[src/rtl/mu_pkg.sv]
package mu_pkg;

    // byte offsets inside the 256-byte window
    localparam logic [7:0] OFS_ISTAT     = 8'h00;
    localparam logic [7:0] OFS_ENABLE    = 8'h04;
    localparam logic [7:0] OFS_DATA      = 8'h40;
    localparam logic [7:0] OFS_IEN       = 8'h44;
    localparam logic [7:0] OFS_IDENT     = 8'h48;
    localparam logic [7:0] OFS_LINECTL   = 8'h4C;
    localparam logic [7:0] OFS_MODEMCTL  = 8'h50;
    localparam logic [7:0] OFS_LINESTAT  = 8'h54;
    localparam logic [7:0] OFS_MODEMSTAT = 8'h58;
    localparam logic [7:0] OFS_SCRATCH   = 8'h5C;
    localparam logic [7:0] OFS_XCTL      = 8'h60;
    localparam logic [7:0] OFS_XSTAT     = 8'h64;
    localparam logic [7:0] OFS_BAUD      = 8'h68;

    // constant patterns merged into read words
    localparam logic [31:0] IEN_RD_BASE  = 32'h0000_00C0;
    localparam logic [31:0] IDENT_BASE   = 32'h0000_00C0;
    localparam logic [31:0] IDENT_RXCODE = 32'h0000_0004;
    localparam logic [31:0] IDENT_TXCODE = 32'h0000_0002;
    localparam logic [31:0] IDENT_NONE   = 32'h0000_0001;
    localparam logic [31:0] LSTAT_BASE   = 32'h0000_0060;
    localparam logic [31:0] XSTAT_BASE   = 32'h0000_030E;
    localparam logic [31:0] ENABLE_VAL   = 32'h0000_0001;
    localparam logic [31:0] XCTL_VAL     = 32'h0000_0003;

    localparam int unsigned IEN_RX_BIT    = 0;
    localparam int unsigned IEN_TX_BIT    = 1;
    localparam int unsigned FLUSH_BIT     = 1;
    localparam int unsigned XSTAT_CNT_LSB = 16;

    typedef enum logic [3:0] {
        SEL_NONE,
        SEL_ISTAT,
        SEL_ENABLE,
        SEL_DATA,
        SEL_IEN,
        SEL_IDENT,
        SEL_LSTAT,
        SEL_XCTL,
        SEL_XSTAT,
        SEL_HOLE
    } reg_sel_e;

    // word-granular decode: address bits [1:0] do not take part
    function automatic reg_sel_e decode_reg(input logic [7:0] a);
        reg_sel_e s;
        s = SEL_NONE;
        if      (a[7:2] == OFS_ISTAT[7:2])     s = SEL_ISTAT;
        else if (a[7:2] == OFS_ENABLE[7:2])    s = SEL_ENABLE;
        else if (a[7:2] == OFS_DATA[7:2])      s = SEL_DATA;
        else if (a[7:2] == OFS_IEN[7:2])       s = SEL_IEN;
        else if (a[7:2] == OFS_IDENT[7:2])     s = SEL_IDENT;
        else if (a[7:2] == OFS_LINESTAT[7:2])  s = SEL_LSTAT;
        else if (a[7:2] == OFS_XCTL[7:2])      s = SEL_XCTL;
        else if (a[7:2] == OFS_XSTAT[7:2])     s = SEL_XSTAT;
        else if (a[7:2] == OFS_LINECTL[7:2] || a[7:2] == OFS_MODEMCTL[7:2] ||
                 a[7:2] == OFS_MODEMSTAT[7:2] || a[7:2] == OFS_SCRATCH[7:2] ||
                 a[7:2] == OFS_BAUD[7:2])      s = SEL_HOLE;
        return s;
    endfunction

endpackage

[src/rtl/mu_rxq.sv]
module mu_rxq #(
    parameter int unsigned DEPTH = 8,
    parameter int unsigned DW    = 8,
    localparam int unsigned PW   = (DEPTH > 1) ? $clog2(DEPTH) : 1,
    localparam int unsigned CW   = $clog2(DEPTH + 1)
) (
    input  logic          clk,
    input  logic          rst_n,
    input  logic          push_valid,
    input  logic [DW-1:0] push_data,
    output logic          push_ready,
    input  logic          pop,
    input  logic          flush,
    output logic [DW-1:0] head,
    output logic [CW-1:0] count,
    output logic          nonempty
);

    localparam int unsigned SW = CW + 1;

    typedef struct packed {
        logic [DEPTH-1:0][DW-1:0] mem;
        logic [PW-1:0]            rd_ptr;
        logic [CW-1:0]            count;
    } rxq_st_t;

    rxq_st_t st_q, st_d;

    logic          push_ok;
    logic          pop_ok;
    logic [CW-1:0] base_cnt;
    logic [SW-1:0] slot_sum;
    logic [SW-1:0] slot_mod;
    logic [PW-1:0] wr_slot;

    assign push_ready = (st_q.count < CW'(DEPTH));
    assign head       = st_q.mem[st_q.rd_ptr];
    assign count      = st_q.count;
    assign nonempty   = (st_q.count != '0);

    always_comb begin
        st_d     = st_q;
        push_ok  = push_valid && push_ready;
        pop_ok   = pop && (st_q.count != '0) && !flush;
        // a flush on this edge moves the write slot back to the read pointer
        base_cnt = flush ? '0 : st_q.count;
        slot_sum = SW'(st_q.rd_ptr) + SW'(base_cnt);
        slot_mod = (slot_sum >= SW'(DEPTH)) ? (slot_sum - SW'(DEPTH)) : slot_sum;
        wr_slot  = slot_mod[PW-1:0];

        if (push_ok) begin
            st_d.mem[wr_slot] = push_data;
        end

        if (pop_ok) begin
            if (st_q.rd_ptr == PW'(DEPTH - 1)) begin
                st_d.rd_ptr = '0;
            end else begin
                st_d.rd_ptr = st_q.rd_ptr + PW'(1);
            end
        end

        st_d.count = base_cnt;
        if (pop_ok && !push_ok) begin
            st_d.count = base_cnt - CW'(1);
        end else if (push_ok && !pop_ok) begin
            st_d.count = base_cnt + CW'(1);
        end
    end

    always_ff @(posedge clk) begin
        if (!rst_n) begin
            st_q <= '0;
        end else begin
            st_q <= st_d;
        end
    end

    AST_NO_OVERFLOW: assert property (@(posedge clk) disable iff (!rst_n)
        st_q.count <= CW'(DEPTH)) else $error("queue count above depth");

    AST_FLUSH_CLEARS: assert property (@(posedge clk) disable iff (!rst_n)
        (flush && !push_valid) |=> (st_q.count == '0)) else $error("flush left data");

    AST_EMPTY_READ_HOLD: assert property (@(posedge clk) disable iff (!rst_n)
        (pop && st_q.count == '0 && !push_valid && !flush) |=>
        ($stable(st_q.rd_ptr) && st_q.count == '0)) else $error("empty read moved state");

endmodule

[src/rtl/mu_irq.sv]
module mu_irq (
    input  logic [1:0] ien,
    input  logic       rx_nonempty,
    output logic       pend_rx,
    output logic       pend_tx,
    output logic       pend_any
);
    import mu_pkg::*;

    always_comb begin
        pend_rx  = ien[IEN_RX_BIT] && rx_nonempty;
        // transmit path is always drained, so only the enable matters
        pend_tx  = ien[IEN_TX_BIT];
        pend_any = pend_rx || pend_tx;
    end

endmodule

[src/rtl/mu_rdmux.sv]
module mu_rdmux #(
    parameter int unsigned DW = 8,
    parameter int unsigned CW = 4
) (
    input  mu_pkg::reg_sel_e sel,
    input  logic [1:0]       ien,
    input  logic [CW-1:0]    count,
    input  logic             nonempty,
    input  logic [DW-1:0]    head,
    input  logic             pend_any,
    output logic [31:0]      rd_word
);
    import mu_pkg::*;

    logic [31:0] ident_word;
    logic [31:0] xstat_word;

    always_comb begin
        ident_word = IDENT_BASE | (nonempty ? IDENT_RXCODE : IDENT_TXCODE);
        if (!pend_any) begin
            ident_word = ident_word | IDENT_NONE;
        end

        xstat_word = XSTAT_BASE;
        if (nonempty) begin
            xstat_word = xstat_word | 32'h1 | (32'(count) << XSTAT_CNT_LSB);
        end

        unique case (sel)
            SEL_ISTAT:  rd_word = {31'b0, pend_any};
            SEL_ENABLE: rd_word = ENABLE_VAL;
            SEL_DATA:   rd_word = 32'(head);
            SEL_IEN:    rd_word = IEN_RD_BASE | {30'b0, ien};
            SEL_IDENT:  rd_word = ident_word;
            SEL_LSTAT:  rd_word = LSTAT_BASE | {31'b0, nonempty};
            SEL_XCTL:   rd_word = XCTL_VAL;
            SEL_XSTAT:  rd_word = xstat_word;
            default:    rd_word = '0;
        endcase
    end

endmodule

[src/rtl/mu_regfront.sv]
module mu_regfront #(
    parameter int unsigned DEPTH = 8,
    parameter int unsigned DW    = 8
) (
    input  logic          clk,
    input  logic          rst_n,
    input  logic          bus_sel,
    input  logic          bus_wr,
    input  logic [7:0]    bus_addr,
    input  logic [31:0]   bus_wdata,
    output logic [31:0]   bus_rdata,
    input  logic          rx_valid,
    input  logic [DW-1:0] rx_data,
    output logic          rx_ready,
    output logic          tx_valid,
    output logic [DW-1:0] tx_data,
    output logic          irq
);
    import mu_pkg::*;

    localparam int unsigned CW = $clog2(DEPTH + 1);

    typedef struct packed {
        logic [1:0]    ien;
        logic [31:0]   rdata;
        logic          tx_valid;
        logic [DW-1:0] tx_data;
    } front_st_t;

    front_st_t st_q, st_d;

    reg_sel_e      sel;
    logic          acc_rd;
    logic          acc_wr;
    logic          q_pop;
    logic          q_flush;
    logic [DW-1:0] q_head;
    logic [CW-1:0] q_count;
    logic          q_nonempty;
    logic          pend_rx;
    logic          pend_tx;
    logic          pend_any;
    logic [31:0]   rd_word;

    assign sel     = decode_reg(bus_addr);
    assign acc_rd  = bus_sel && !bus_wr;
    assign acc_wr  = bus_sel && bus_wr;
    assign q_pop   = acc_rd && (sel == SEL_DATA);
    assign q_flush = acc_wr && (sel == SEL_IDENT) && bus_wdata[FLUSH_BIT];

    mu_rxq #(
        .DEPTH (DEPTH),
        .DW    (DW)
    ) u_rxq (
        .clk        (clk),
        .rst_n      (rst_n),
        .push_valid (rx_valid),
        .push_data  (rx_data),
        .push_ready (rx_ready),
        .pop        (q_pop),
        .flush      (q_flush),
        .head       (q_head),
        .count      (q_count),
        .nonempty   (q_nonempty)
    );

    mu_irq u_irq (
        .ien         (st_q.ien),
        .rx_nonempty (q_nonempty),
        .pend_rx     (pend_rx),
        .pend_tx     (pend_tx),
        .pend_any    (pend_any)
    );

    mu_rdmux #(
        .DW (DW),
        .CW (CW)
    ) u_rdmux (
        .sel      (sel),
        .ien      (st_q.ien),
        .count    (q_count),
        .nonempty (q_nonempty),
        .head     (q_head),
        .pend_any (pend_any),
        .rd_word  (rd_word)
    );

    always_comb begin
        st_d          = st_q;
        st_d.tx_valid = 1'b0;
        if (acc_wr) begin
            unique case (sel)
                SEL_IEN: begin
                    st_d.ien = bus_wdata[1:0];
                end
                SEL_DATA: begin
                    st_d.tx_valid = 1'b1;
                    st_d.tx_data  = bus_wdata[DW-1:0];
                end
                default: begin
                end
            endcase
        end
        if (acc_rd) begin
            st_d.rdata = rd_word;
        end
    end

    always_ff @(posedge clk) begin
        if (!rst_n) begin
            st_q <= '0;
        end else begin
            st_q <= st_d;
        end
    end

    assign bus_rdata = st_q.rdata;
    assign tx_valid  = st_q.tx_valid;
    assign tx_data   = st_q.tx_data;
    assign irq       = pend_rx || pend_tx;

    AST_TX_FROM_WRITE: assert property (@(posedge clk) disable iff (!rst_n)
        tx_valid |-> $past(bus_sel && bus_wr && bus_addr[7:2] == OFS_DATA[7:2]))
        else $error("transmit strobe without data write");

    AST_IEN_HOLD: assert property (@(posedge clk) disable iff (!rst_n)
        !(bus_sel && bus_wr && bus_addr[7:2] == OFS_IEN[7:2]) |=> $stable(st_q.ien))
        else $error("enables changed without enable write");

endmodule

[config.mk]
export PLATFORM = sky130hd
export DESIGN_NAME = mu_regfront
export DESIGN_NICKNAME = d
export VERILOG_FILES = /design/src/rtl/mu_pkg.sv /design/src/rtl/mu_rxq.sv /design/src/rtl/mu_irq.sv /design/src/rtl/mu_rdmux.sv /design/src/rtl/mu_regfront.sv
export SDC_FILE = /design/constraint.sdc
export NUM_CORES = 1
export LEC_CHECK = 0
export BUFFER_PORTS_ARGS = -buffer_cell sky130_fd_sc_hd__buf_2
export CAP_MARGIN = 20
export CORE_ASPECT_RATIO = 0.7
export CORE_MARGIN = 5
export CORE_UTILIZATION = 50
export DETAILED_ROUTE_END_ITERATION = 10
export PLACE_DENSITY = 0.7
export SLEW_MARGIN = 10
export SYNTH_ARGS = -nofsm -noshare
export SYNTH_HDL_FRONTEND = slang
export SYNTH_SLANG_ARGS = --single-unit
[constraint.sdc]
create_clock -name clk -period 4.5 [get_ports clk]
set_input_delay 0.675 -clock clk [delete_from_list [all_inputs] [get_ports clk]]
set_output_delay 0.675 -clock clk [all_outputs]
set_load 0.03 [all_outputs]
==> results.yml <==
status:
  status: "finished, final reports clean"
setup_path:
  rr_startpoint: "u_rxq.st_q[5]"
  path_class: "in -> reg"
  critPathCaptureType: "flip-flop"
  r2r_slack_ns: 1.78
  startpoint_type: "primary input"
  reg2reg_to: "u_rxq.st_q[26]"
  crit_fanout: 14
  startpoint: "bus_addr[4]"
  critPathCapture: "u_rxq.st_q[39]"
  arrival_ns: 3.53
  critPathRequiredTime_ns: 4.77
  rr_worst_depth: 7
grt:
  grt_max_degree: 55
  grt_pass1_wl_um: 17500
  grt.overflow.total: 0
  grt_usage_pct: 18.6
  antenna_found_initial: 0
  grt_pass1_vias: 3440
cells_and_area:
  layout_common_cells: "116 x nand2_1, 95 x dfxtp_1, 83 x mux2i_1, 51 x buf_2, 23 x a21oi_1"
  finalNetCount: 603
  final_common_cell: "nand2_1"
  drive_gt1_share_pct: 17.1
  syn_to_final_growth_pct: 8.61
  finalNonFillerCells: 677
  insertedDiodeCount: 0
clocking:
  cts_post_setup_buffers_inserted: 0
  clkSinkCount: 95
  cts_resized: 0
  root_buffer: "clkbuf_16"
  cts_inserted_buffers: 9
  tritoncts: "built"
  cts_hold_buf: 0
  clk_latency_ns: 0.34
  cts_max_level: 3
  clock_path_buffers: 2
  clk_pin_slew_ns: 0.07
logic_synthesis:
  yosysWarningCount: 0
  yosysTopAreaCell: "dfxtp_1"
  synth_top_area_share_pct: 39.1
  synth.area.top_cells: "dfxtp_1 39%, mux2i_1 17%, nand2_1 8.9%"
  yosys.cell_types.count: 56
  ys_ff_latch: 95
  ys_seq_area_share_pct: 39.1
  synthFlopType: "dfxtp_1"
  synth_edf_count: 0
  netlist_instances: 528
  syn_area_um2: 4870
  synth_area_per_cell_um2: 9.22
  synth-async-reset-ratio_pct: 0
sta:
  clock_skew_ns: 0.00613
  worst_pin_slew_ns: 0.799
  post-route-period-util_pct: 72.5
  slew_violations: 0
  period_needed_ns: 3.26
  fin_tns_setup_ns: 0
  hold_violations: 0
  clock.fmax_mhz: 307
  setup_viol: 0
  rsz0062_at_grt: "false"
  slew_headroom_pct: 46.4
  hold_ws_ns: 0.451
routing:
  wl_per_cell_um: 16.2
  dr.first_iter.drc_count: 319
  vias: 3639
  totalWireLength_um: 10900
  drc: 0
  via_per_inst: 5.38
  drt-pass1-iter-count: 7
  ant_nets: 0
hold_path:
  hold_class: "reg -> reg"
  hold_depth: 2
pwr:
  powerDensity_nw_per_um2: 352
  power_mw: 1.86
  leakage_nw: 2.14
  ir_drop_v: 0.000159
placed_design:
  dp_cells: 661
  place_hpwl_um: 7600
  gp_congestion: 0.855
  io_buffers: 51
floorplan:
  chipWidth_um: 128
  core_area_um2: 9610
  row_count: 30
  start_util_pct: 50.7
  die_area_um2: 11800
  dieHeight_um: 92.5
  num_io_pins: 96
flow_run:
  drv_cap: 0
[power breakdown]
part	internal (mW)	switching [mW]	leakage, nW
registers	0.863	0.0142	0.768
clock network	0.462	0.319	0.145
logic	0.0679	0.133	1.23
[worst min path at each step]
stage	slack (ns)	start	end
CTS	0.45	tx_data[0]	tx_data[0]
global placement	0.44	u_rxq.st_q[17]	u_rxq.st_q[17]
floorplan	0.43	u_rxq.st_q[51]	u_rxq.st_q[51]
finish	0.45	tx_data[6]	tx_data[6]
detailed placement	0.44	tx_data[0]	tx_data[0]
global route	0.47	bus_rdata[19]	bus_rdata[19]
[cell type report]
class	count	area, um2
Clock buffer	12	256
Clock inverter	4	53.8
Fill cell	871	4320
Inverter	10	37.5
Multi-Input combinational cell	371	2580
Sequential cell	95	1900
Tap cell	128	160
Timing Repair Buffer	57	300
[metal layers]
layer / global-route usage (%) / wire, um / vias to the layer above / share of wire, %
met5: 0 / 0 / - / 0
met4: 5.74 / 146 / 0 / 1.3
met3: 4.09 / 538 / 12 / 4.9
met2: 28.0 / 5110 / 93 / 47
met1: 26.6 / 5150 / 1733 / 47
li1: - / - / 1801 / -
[through the flow]
stage	worst slack, ns	utilization, %	instance area, um2
3_5_place_dp	0.865	51.8	4980
5_1_grt	1.00	55.0	5290
2_1_floorplan	1.45	-	4930
3_3_place_gp	0.930	51.8	4980
4_1_cts	1.23	55.0	5290
6_report	1.24	55.0	5290
[sequential cells by signal, indices dropped and copies added, names as in the netlist]
| signal | flops |
|---|---|
| bus_rdata | 13 |
| u_rxq.st_q | 67 |
| tx_valid | 1 |
| u_rxq.count | 4 |
| st_q | 2 |
| tx_data | 8 |
[Yosys cell counts, types with 2 or more instances]
cell type,n
mux2i_1,83
a32o_1,3
clkbuf_1,22
or4_1,2
a22oi_1,3
nand2b_1,8
a21oi_1,23
mux2_2,2
nor2_1,21
buf_2,5
nor2_4,2
o21bai_1,2
buf_1,2
ha_1,5
nand3_1,13
xnor2_1,2
dfxtp_1,95
buf_4,40
nor2b_1,8
o31ai_1,3
nor4b_4,2
mux4_2,10
and3_1,3
nor3_1,5
o21ai_0,2
inv_1,9
and2_1,2
a221oi_1,4
nand4_1,3
o21ai_1,2
a21o_1,2
nand2_1,116
[logic make-up (layout without fill, tap and decap cells)]
group | Yosys count | after routing | synth area share, %
buffers and inverters | 79 | 83 | 9.31
multiplexers | 95 | 95 | 22.2
XOR/XNOR | 4 | 4 | 1.11
adder cells (fa/ha/maj) | 6 | 6 | 1.70
flip-flops | 95 | 95 | 39.1
other | 1 | 18 | 0.0770
AND/OR/NAND/NOR | 191 | 191 | 18.7
AO/OA/AOI/OAI | 57 | 57 | 7.92
[critical path, cell delays in order]
cell     delay, ns
buf_2         0.18
nor4b_4       0.39
nand3_1       0.22
nand2_1       0.18
inv_1         0.08
ha_1          0.17
inv_1         0.07
fa_1          0.18
xor2_1        0.35
xnor2_4       0.20
nor3_4        0.55
mux2i_1       0.26
No activity file was read; power rests on OpenSTA's default activity.
